==> src/rtl/i2c_bitseq_pkg.sv <==
`timescale 1ns / 1ps
package i2c_bitseq_pkg;

    localparam int UNIT_W = 6;

    typedef enum logic [2:0] {
        OP_START   = 3'd0,
        OP_STOP    = 3'd1,
        OP_WRITE   = 3'd2,
        OP_READ    = 3'd3,
        OP_RECOVER = 3'd4
    } op_e;

    // Last unit index of each command
    localparam logic [UNIT_W-1:0] START_LAST   = 6'd2;
    localparam logic [UNIT_W-1:0] STOP_LAST    = 6'd3;
    localparam logic [UNIT_W-1:0] BYTE_LAST    = 6'd36;
    localparam logic [UNIT_W-1:0] PULSE_UNITS  = 6'd36;   // nine pulses x four units
    localparam logic [UNIT_W-1:0] RECOVER_LAST = 6'd39;
    localparam logic [UNIT_W-1:0] ACK_SAMPLE   = 6'd35;

    typedef struct packed {
        logic scl;   // 1 = SCL high
        logic oe;    // 1 = SDA pulled low
    } line_t;

    function automatic logic op_valid(input logic [2:0] code);
        return code <= 3'd4;
    endfunction

    function automatic logic [UNIT_W-1:0] last_unit(input op_e op);
        case (op)
            OP_START:           return START_LAST;
            OP_STOP:            return STOP_LAST;
            OP_WRITE, OP_READ:  return BYTE_LAST;
            default:            return RECOVER_LAST;
        endcase
    endfunction

    // Line levels to apply at the start of unit u
    function automatic line_t unit_drive(input op_e op, input logic [UNIT_W-1:0] u,
                                         input logic [7:0] wdata, input logic nack,
                                         input line_t cur);
        line_t      r;
        logic [3:0] slot;
        logic [1:0] ph;
        logic [5:0] tail;
        r    = cur;
        slot = u[5:2];
        ph   = u[1:0];
        tail = u - PULSE_UNITS;
        case (op)
            OP_START: begin
                case (u)
                    6'd0:    r.oe  = 1'b0;
                    6'd1:    r.scl = 1'b1;
                    6'd2:    r.oe  = 1'b1;
                    default: ;
                endcase
            end
            OP_STOP: begin
                case (u)
                    6'd0:    r.scl = 1'b0;
                    6'd1:    r.oe  = 1'b1;
                    6'd2:    r.scl = 1'b1;
                    6'd3:    r.oe  = 1'b0;
                    default: ;
                endcase
            end
            OP_WRITE, OP_READ: begin
                if (u == BYTE_LAST) begin
                    r.scl = 1'b0;
                end else begin
                    r.scl = ph[1];
                    if (slot < 4'd8) begin
                        if (op == OP_READ) begin
                            if (ph == 2'd0) r.oe = 1'b0;
                        end else if (ph == 2'd1) begin
                            r.oe = ~wdata[3'd7 - slot[2:0]];
                        end
                    end else if (ph == 2'd1) begin
                        r.oe = (op == OP_READ) ? ~nack : 1'b0;
                    end
                end
            end
            default: begin
                if (u < PULSE_UNITS) begin
                    r.scl = ph[1];
                    r.oe  = 1'b0;
                end else begin
                    case (tail)
                        6'd0:    r.scl = 1'b0;
                        6'd1:    r.oe  = 1'b1;
                        6'd2:    r.scl = 1'b1;
                        default: r.oe  = 1'b0;
                    endcase
                end
            end
        endcase
        return r;
    endfunction

endpackage

==> src/rtl/bitseq_tick.sv <==
`timescale 1ns / 1ps
module bitseq_tick #(
    parameter int DIV_W = 12
) (
    input  logic             clk,
    input  logic             rst,
    input  logic             restart,
    input  logic [DIV_W-1:0] limit,
    output logic             tick
);
    logic [DIV_W-1:0] cnt;

    assign tick = (cnt == limit);

    always_ff @(posedge clk) begin
        if (rst || restart || tick) cnt <= '0;
        else                        cnt <= cnt + 1'b1;
    end
endmodule

==> src/rtl/bitseq_sync.sv <==
`timescale 1ns / 1ps
module bitseq_sync #(
    parameter int STAGES = 2
) (
    input  logic clk,
    input  logic rst,
    input  logic d,
    output logic q
);
    logic [STAGES-1:0] pipe;

    generate
        if (STAGES == 1) begin : g_one
            always_ff @(posedge clk) begin
                if (rst) pipe <= '1;
                else     pipe <= d;
            end
        end else begin : g_many
            always_ff @(posedge clk) begin
                if (rst) pipe <= '1;
                else     pipe <= {pipe[STAGES-2:0], d};
            end
        end
    endgenerate

    assign q = pipe[STAGES-1];
endmodule

==> src/rtl/i2c_bitseq.sv <==
`timescale 1ns / 1ps
module i2c_bitseq
    import i2c_bitseq_pkg::*;
#(
    parameter int DIV_W       = 12,
    parameter int SYNC_STAGES = 2
) (
    input  logic             clk,
    input  logic             rst,
    input  logic [DIV_W-1:0] quarter_div,
    input  logic             cmd_valid,
    input  logic [2:0]       cmd_op,
    input  logic [7:0]       cmd_wdata,
    input  logic             cmd_nack,
    output logic             busy,
    output logic             done,
    output logic [7:0]       rdata,
    output logic             ack_level,
    output logic             scl_o,
    output logic             sda_oe,
    input  logic             sda_i
);
    logic              accept;
    logic              tick;
    logic              sda_s;
    op_e               op_q;
    logic [7:0]        wdata_q;
    logic              nack_q;
    logic [UNIT_W-1:0] ucnt;
    logic [UNIT_W-1:0] unext;
    line_t             line_q;
    logic [7:0]        shreg;
    logic              read_sample;

    assign accept      = cmd_valid && !busy && op_valid(cmd_op);
    assign unext       = ucnt + 6'd1;
    assign read_sample = (op_q == OP_READ) && (ucnt[5:2] < 4'd8) && (ucnt[1:0] == 2'd2);
    assign scl_o       = line_q.scl;
    assign sda_oe      = line_q.oe;

    bitseq_tick #(.DIV_W(DIV_W)) u_tick (
        .clk     (clk),
        .rst     (rst),
        .restart (accept),
        .limit   (quarter_div),
        .tick    (tick)
    );

    bitseq_sync #(.STAGES(SYNC_STAGES)) u_sync (
        .clk (clk),
        .rst (rst),
        .d   (sda_i),
        .q   (sda_s)
    );

    always_ff @(posedge clk) begin
        if (rst) begin
            busy      <= 1'b0;
            done      <= 1'b0;
            op_q      <= OP_START;
            wdata_q   <= '0;
            nack_q    <= 1'b0;
            ucnt      <= '0;
            line_q    <= '{scl: 1'b1, oe: 1'b0};
            shreg     <= '0;
            rdata     <= '0;
            ack_level <= 1'b0;
        end else begin
            done <= 1'b0;
            if (accept) begin
                op_q    <= op_e'(cmd_op);
                wdata_q <= cmd_wdata;
                nack_q  <= cmd_nack;
                ucnt    <= '0;
                busy    <= 1'b1;
                line_q  <= unit_drive(op_e'(cmd_op), '0, cmd_wdata, cmd_nack, line_q);
            end else if (busy && tick) begin
                if (read_sample) shreg <= {shreg[6:0], sda_s};
                if (op_q == OP_WRITE && ucnt == ACK_SAMPLE) ack_level <= sda_s;
                if (ucnt == last_unit(op_q)) begin
                    busy <= 1'b0;
                    done <= 1'b1;
                    if (op_q == OP_READ) rdata <= shreg;
                end else begin
                    ucnt   <= unext;
                    line_q <= unit_drive(op_q, unext, wdata_q, nack_q, line_q);
                end
            end
        end
    end

    AST_DONE_ONE_CYCLE: assert property (@(posedge clk) disable iff (rst)
        done |=> !done);
    AST_BUSY_ENDS_WITH_DONE: assert property (@(posedge clk) disable iff (rst)
        $fell(busy) |-> done);
    AST_UNIT_BOUND: assert property (@(posedge clk) disable iff (rst)
        busy |-> (ucnt <= last_unit(op_q)));
    AST_BUSY_HOLDS_OP: assert property (@(posedge clk) disable iff (rst)
        busy |=> $stable(op_q));
    AST_BYTE_SDA_QUIET: assert property (@(posedge clk) disable iff (rst)
        (busy && (op_q == OP_WRITE || op_q == OP_READ) && scl_o && $past(scl_o))
            |-> $stable(sda_oe));
    AST_RECOVER_RELEASED: assert property (@(posedge clk) disable iff (rst)
        (busy && op_q == OP_RECOVER && ucnt < PULSE_UNITS) |-> !sda_oe);
    AST_BAD_OP_IGNORED: assert property (@(posedge clk) disable iff (rst)
        (!busy && cmd_valid && !op_valid(cmd_op)) |=> !busy);
endmodule

==> config.mk <==
export PLATFORM = sky130hd
export DESIGN_NAME = i2c_bitseq
export DESIGN_NICKNAME = d
export VERILOG_FILES = /design/src/rtl/i2c_bitseq_pkg.sv /design/src/rtl/bitseq_tick.sv /design/src/rtl/bitseq_sync.sv /design/src/rtl/i2c_bitseq.sv
export SDC_FILE = /design/constraint.sdc
export NUM_CORES = 1
export LEC_CHECK = 0
export ABC_CLOCK_PERIOD_IN_PS = 2400
export BUFFER_PORTS_ARGS = -buffer_cell sky130_fd_sc_hd__buf_2
export CAP_MARGIN = 20
export CORE_AREA = 2 2 75 77
export DETAILED_ROUTE_END_ITERATION = 6
export DIE_AREA = 0 0 77 79
export GPL_TIMING_DRIVEN = 0
export PLACE_DENSITY = 0.78
export SYNTH_ARGS = -nofsm -noshare
export SYNTH_HDL_FRONTEND = slang
export SYNTH_SLANG_ARGS = --single-unit
==> constraint.sdc <==
create_clock -name clk -period 2.4 [get_ports clk]
set_input_delay 0.48 -clock clk [delete_from_list [all_inputs] [get_ports clk]]
set_output_delay 0.48 -clock clk [all_outputs]
set_load 0.005 [all_outputs]
# Word level (Yosys, flattened, before mapping)
# Cells that the tools add are included.
[classes]
addsub = 4
mul = 0
div_mod_pow = 0
magnitude_cmp = 5
eq_ne = 30
shift = 0
muxes = 31
bitwise = 5
n_reduce_logical = 29
[op_table]
columns = ["cell", "count"]
rows = [
  ["6-bit by 2-bit == test with 1-bit output, second input constant", 3],
  ["6-bit two-way mux", 3],
  ["6-bit one-hot mux with 3 select lines", 1],
  ["1-bit two-way mux", 16],
  ["12-bit by 1-bit adder with 12-bit output, second input constant", 1],
  ["12-bit == test", 1],
  ["3-bit by 2-bit == test with 1-bit output, second input constant", 4],
  ["6-bit by 1-bit == test with 1-bit output, second input constant", 2],
  ["6-bit == test, second input constant", 2],
  ["6-bit logical NOT", 2],
  ["4-bit by 1-bit != test with 1-bit output, second input constant", 3],
  ["11-bit AND reduction", 1],
  ["1-bit one-hot mux with 2 select lines", 5],
  ["4-bit < comparator, second input constant", 2],
  ["2-bit two-way mux", 4],
  ["4-bit by 3-bit != test with 1-bit output, second input constant", 2],
  ["2-bit OR reduction", 4],
  ["7-bit nonzero test", 1],
  ["6-bit by 1-bit adder with 6-bit output, second input constant", 1],
  ["3-bit by 1-bit == test with 1-bit output, second input constant", 2],
  ["6-bit == test", 1],
  ["1-bit logical AND", 6],
  ["3-bit logical NOT", 2],
  ["6-bit < comparator, second input constant", 1],
  ["25 further kinds", 34],
]
[word_totals]
regBits = 53
latch_bits = 0
ram_bits = 0
rom_bits = 0
in_bits = 28
out_inout_bits = 13
wordCells = 117
mem_count = 0

# Depth between registers and ports, before layout
[depth]
depth_word = 13
mapped_depth = 10

# Hierarchy
# A second synthesis with hierarchy kept.
[unflattened]
cells_unflattened = 332
hier_area_um2 = 2844.0
[by_module_without_submodules]
columns = ["mod", "n_inst", "cells_each", "area_each_um2", "seq_area_each_um2"]
rows = [
  ["i2c_bitseq", 1, 259, 2163.3, 780.7],
  ["bitseq_tick", 1, 69, 628.1, 240.2],
  ["bitseq_sync", 1, 4, 52.6, 40.0],
]

# Least setup slack after synthesis
# No wires, ideal clock.
[synth_path]
path_type = "register to register"
start = "reg ucnt[0]"
end = "reg line_q, in the netlist sda_oe"
setup_ns = 0.121
arrival_ns = 1.964
path_slack_ns = 0.315
stages_incl_launch_ff = 9
n_path_buf = 1
synth_period_minus_slack_ns = 2.085
path_cell_list = "dfxtp_1 > ha_1 > buf_2 > or2_2 > nor3b_1 > o32ai_1 > a221oi_1 > o221ai_2 > mux2_4"
[synth_between]
elab_chain_len = 13
[synth_rtl]
columns = ["item", "line_no", "source"]
rows = [
  ["from (decl)", "i2c_bitseq.sv:29", "logic [UNIT_W-1:0] ucnt;"],
  ["from (signal assigned)", "i2c_bitseq.sv:85", "ucnt <= unext;"],
  ["6-bit by 1-bit adder with 6-bit output", "i2c_bitseq.sv:36", "assign unext = ucnt + 6'd1;"],
  ["3-bit subtractor", "i2c_bitseq_pkg.sv:79", "r.oe = ~wdata[3'd7 - slot[2:0]];"],
  ["1-bit binary-select mux with 3-bit select", "i2c_bitseq_pkg.sv:79", ""],
  ["1-bit two-way mux (not written as such)", "i2c_bitseq_pkg.sv:79", ""],
  ["1-bit inverter", "i2c_bitseq_pkg.sv:79", ""],
  ["1-bit two-way mux", "i2c_bitseq_pkg.sv:78", "end else if (ph == 2'd1) begin"],
  ["1-bit two-way mux", "i2c_bitseq_pkg.sv:76", "if (op == OP_READ) begin"],
  ["1-bit two-way mux", "i2c_bitseq_pkg.sv:75", "if (slot < 4'd8) begin"],
  ["1-bit two-way mux", "i2c_bitseq_pkg.sv:71", "if (u == BYTE_LAST) begin"],
  ["2-bit one-hot mux with 3 select lines", "i2c_bitseq_pkg.sv:52", "case (op)"],
  ["2-bit two-way mux", "i2c_bitseq.sv:80", "if (ucnt == last_unit(op_q)) begin"],
  ["2-bit two-way mux", "i2c_bitseq.sv:77", "end else if (busy && tick) begin"],
  ["2-bit two-way mux", "i2c_bitseq.sv:70", "if (accept) begin"],
  ["to (signal assigned)", "i2c_bitseq.sv:64", "line_q <= '{scl: 1'b1, oe: 1'b0};"],
  ["to (signal assigned)", "i2c_bitseq.sv:76", "line_q <= unit_drive(op_e'(cmd_op), '0, cmd_wdata, cmd_nack, line_q);"],
  ["to (signal assigned)", "i2c_bitseq.sv:86", "line_q <= unit_drive(op_q, unext, wdata_q, nack_q, line_q);"],
  ["to (decl)", "i2c_bitseq.sv:31", "line_t line_q;"],
]
# Several ways; a longest one is shown, not always the timed one. The select of a mux whose other input is x is not followed.
# A chain may end at the register's enable or synchronous reset.

# Final worst setup path
[layout_path]
start = "reg u_tick.cnt[4]"
end = "reg line_q, in the netlist sda_oe"
[layout_between]
elab_chain_len = 4
[layout_rtl]
columns = ["item", "line_no", "source"]
rows = [
  ["from (decl)", "bitseq_tick.sv:11", "logic [DIV_W-1:0] cnt;"],
  ["from (signal assigned)", "bitseq_tick.sv:17", "else cnt <= cnt + 1'b1;"],
  ["12-bit == test", "bitseq_tick.sv:13", "assign tick = (cnt == limit);"],
  ["1-bit logical AND", "i2c_bitseq.sv:77", ""],
  ["2-bit nonzero test (no line)", "-", ""],
  ["11-bit AND reduction (no line)", "-", ""],
]
# Every way passes these cells.

==> flow_summary_export.csv <==
group,metric,value,unit
worst_setup_path,r2r_slack,0.14,ns
timing,rsz0062_at_grt,"no",
min_path,worstHoldStart,"sda_i",
worst_setup_path,crit_required,2.61,ns
global_routing,antenna_found_initial,0,
final_layout,drive_above_1_share,21.0,%
yosys,yosysTopAreaCellShare,36.0,%
power_and_ir_drop,p_leak,0.00145,uW
final_layout,final_nets,428,
yosys,synthesis.nets,381,
final_layout,seq_area,1060,sq um
yosys,synth_top_family_by_area,"simple AND/OR/NAND/NOR gates",
final_layout,fin_cells,468,
power_and_ir_drop,pwr-share-clk,32.9,%
timing,max_slew_margin,65.6,%
routing,drt-total-wl,6510,microns
place,dpl_worst_slack,-0.0746,ns
timing,fmax,442,MHz
clock_tree,postCtsSetupBuffers,0,
global_routing,grt_pass1_vias,2488,
timing,fin_crit_sh,94.2,%
min_path,hold_depth,2,
yosys,syn_avg_cell_area,8.46,sq um
die,die_area,6080,sq um
clock_tree,cts_made_buffers,5,
outcome,status,"finished, final reports clean",
worst_setup_path,cp.arrival,2.47,ns
worst_setup_path,end_kind,"register",
min_path,hold_end,"u_sync.pipe[0]$_SDFF_PP1_",
job,drv_cap,0,
routing,drtIter0Drc,166,
yosys,synthMuxAreaShare,8.11,%
die,rows,27,
worst_setup_path,worst-path-max-fanout,6,
min_path,hold_class,"in2reg",
power_and_ir_drop,swShare,26.2,%
worst_setup_path,reg2reg_depth,7,
routing,drc,0,
timing,final-setup-viol-count,0,
die,core-area,5340,sq um
yosys,synth_area_leaders,"dfxtp_1 36%, xor2_1 6.5%, mux2i_1 6.5%, nor2_1 6.1%, nand2_1 5.1%",
power_and_ir_drop,p_seq_share,57.1,%
worst_setup_path,cpPeakStageDelay,0.39,ns
global_routing,grt_pass1_wl,11000,microns
yosys,async_reset_ff_share,0,%
yosys,yosys.area.top_type,"dfxtp_1",
die,die_h,79,microns
routing,via_per_inst,5.53,
worst_setup_path,r2r_start,"u_tick.cnt[4]$_SDFF_PP0_",
final_layout,multi_input_area,1760,sq um
global_routing,grt_max_degree,19,
yosys,yosysWarningCount,0,
timing,drv_slew,0,
die,initial_core_util,55.2,%
yosys,synth_cell_types,57,
yosys,synth_edf_count,0,
timing,hold_viol,0,
timing,finClkSkew,0.00437,ns
yosys,synthXorXnorAreaFrac,9.47,%
power_and_ir_drop,p_sw,419,uW
place,dp.cells,460,
worst_setup_path,path_cells,"xor2_1 > nor4_2 > nand4_1 > nand2b_4 > a21oi_2 > o221ai_2 > mux2_4",
place,gp_congestion,0.935,
yosys,synthesis.area,2950,sq um
place,port_buffers,40,
routing,ant_nets,0,
final_layout,n_fill_cell,484,
yosys,synthAdderAreaFrac,2.12,%
timing,tightestPinTransition,0.514,ns
worst_setup_path,startpoint_type,"register",
global_routing,grt.total_usage,22.2,%
yosys,synth_compound_area_share,12.6,%
die,die_x,77,microns
global_routing,overflow,0,
yosys,ys_seq_area_share,36.0,%
clock_tree,clock_sinks,53,
worst_setup_path,crit_slowest_cell,"nor4_2",
place,dpl.hpwl,4960,microns
power_and_ir_drop,power_density,478,nW/um^2
power_and_ir_drop,vdd_drop_max,0.408,mV
clock_tree,cts_tree,"built",
clock_tree,clk_pin_slew,0.10,ns
clock_tree,root_buffer,"clkbuf_8",
power_and_ir_drop,pwr-share-comb,10.0,%
worst_setup_path,crit_family,"simple AND/OR/NAND/NOR gates",
timing,period_minus_slack,2.26,ns
worst_setup_path,path_class,"reg2reg",
worst_setup_path,cp.buffers_inverters,0,
clock_tree,htreeDepth,2,
die,io_pins,41,
routing,wire_per_inst,13.9,microns
routing,vias,2590,
power_and_ir_drop,p_int,1180,uW
clock_tree,clk_latency,0.31,ns
worst_setup_path,r2r_end,"sda_oe$_SDFFE_PP0P_",
timing,setup_ws,0.140,ns
final_layout,diodes,0,
clock_tree,cts.path.max_buffers,2,
final_layout,final_core_util,62.7,%
yosys,ys_ff_latch,53,
yosys,synthSimpleGateAreaFrac,26.8,%
routing,drtPass1Iterations,5,
yosys,syn_inst,348,
yosys,synth_ff_type,"dfxtp_1",
final_layout,syn_to_final_growth,13.6,%
[cells in the mapped netlist, types with 2 or more instances]
cell type / count
buf_6: 3
or2_2: 4
nor4_2: 2
nor3_1: 7
ha_1: 5
a311oi_1: 2
clkbuf_1: 10
a21oi_1: 24
nand2b_1: 4
nor2_1: 48
buf_2: 9
nand3_1: 13
o31ai_1: 3
nand2_1: 40
mux2i_1: 19
a22oi_1: 2
and3_1: 4
inv_1: 5
dfxtp_1: 53
nand4b_1: 2
nor4_1: 2
o221ai_1: 2
nor3b_1: 3
and2_1: 2
or3_1: 2
xor2_1: 22
xnor2_1: 8
nor4b_1: 2
nor2b_1: 7
a211oi_1: 2
a31oi_1: 2
nand4_1: 3
o21ai_0: 8
[power by group through the flow]
stage | logic [uW] | clock network, uW | registers (uW)
after CTS | 159 | 529 | 913
final | 160 | 525 | 913
after global placement | 156 | 0 | 932
after floorplan | 105 | 0 | 929
after detailed placement | 158 | 0 | 933
after global routing | 179 | 566 | 916
[flip-flops by register name (all words and copies together) (netlist names)]
| name | count |
|---|---|
| wdata_q | 8 |
| shreg | 8 |
| op_q | 3 |
| ucnt | 6 |
| nack_q | 1 |
| u_sync.pipe | 2 |
| sda_oe | 1 |
| done | 1 |
| busy | 1 |
| scl_o | 1 |
| ack_level | 1 |
| u_tick.cnt | 12 |
| rdata | 8 |
[worst max-delay path by stage]
stage / startpoint / endpoint / slack [ns] / cells past startpoint
floorplan: ucnt[0]$_SDFFE_PP0P_ / sda_oe$_SDFFE_PP0P_ / 0.31 / 8
global placement: quarter_div[4] / sda_oe$_SDFFE_PP0P_ / -0.04 / 8
detailed placement: quarter_div[4] / sda_oe$_SDFFE_PP0P_ / -0.07 / 8
CTS: ucnt[0]$_SDFFE_PP0P_ / sda_oe$_SDFFE_PP0P_ / 0.004 / 8
global route: u_tick.cnt[4]$_SDFF_PP0_ / sda_oe$_SDFFE_PP0P_ / 0.006 / 7
finish: u_tick.cnt[4]$_SDFF_PP0_ / sda_oe$_SDFFE_PP0P_ / 0.14 / 7
[worst register-to-register path, stage by stage, from the launching register on]
cell	delay (ns)
dfxtp_1	0.35
xor2_1	0.18
nor4_2	0.39
nand4_1	0.39
nand2b_4	0.30
a21oi_2	0.12
o221ai_2	0.11
mux2_4	0.31
[through the flow]
stage | setup TNS (ns) | total power, uW | hold slack (ns) | cell area [sq um]
after CTS | 0 | 1600 | 0.349 | 3330
final | 0 | 1600 | 0.346 | 3350
after detailed placement | -0.0765 | 1090 | 0.401 | 3240
after global routing | 0 | 1660 | 0.335 | 3350
after global placement | -0.0412 | 1090 | 0.395 | 3240
after floorplan | 0 | 1030 | 0.389 | 2950
[cells by family after synthesis]
logic type / Yosys count
adders and majority gates: 5
AOI/OAI and AO/OA: 57
muxes: 22
DFF: 53
xor gates and xnor gates: 31
and+or+nand+nor: 152
buffers and inverters: 28
[repair_timing]
action	in CTS	in global routing
hold buffers	0	0
gates resized for setup	0	5
setup endpoints to repair	0	3
[routing by layer]
layer	global-route usage (%)	vias to the layer above	wire length, microns
met1	28.3	1184	3000
met2	38.7	89	3070
met3	3.75	14	336
met5	0	-	0
met4	6.96	0	101
li1	-	1303	-
[placed cells by master, fill, tap and decap left out, drive strengths merged, types with 7 or more instances in the layout]
cell type | netlist | final
buf | 13 | 53
mux2i | 19 | 19
a21oi | 25 | 25
dfxtp | 53 | 53
inv | 5 | 7
xnor2 | 8 | 8
nand2 | 40 | 40
nor2b | 7 | 7
nand3 | 14 | 14
o21ai | 8 | 8
xor2 | 23 | 23
nor3 | 7 | 7
clkbuf | 10 | 15
nor2 | 48 | 48
[area by class of cell]
class / instances / area share (%)
multi-input cells: 267 / 52.5
flip-flops and latches: 53 / 31.7
repair buffers: 40 / 5.98
plain buffers: 23 / 3.74
well taps: 72 / 2.69
clock buffers: 5 / 2.06
clock inverters: 3 / 0.748
inverters: 5 / 0.561
(Power assumes the default switching activity.)
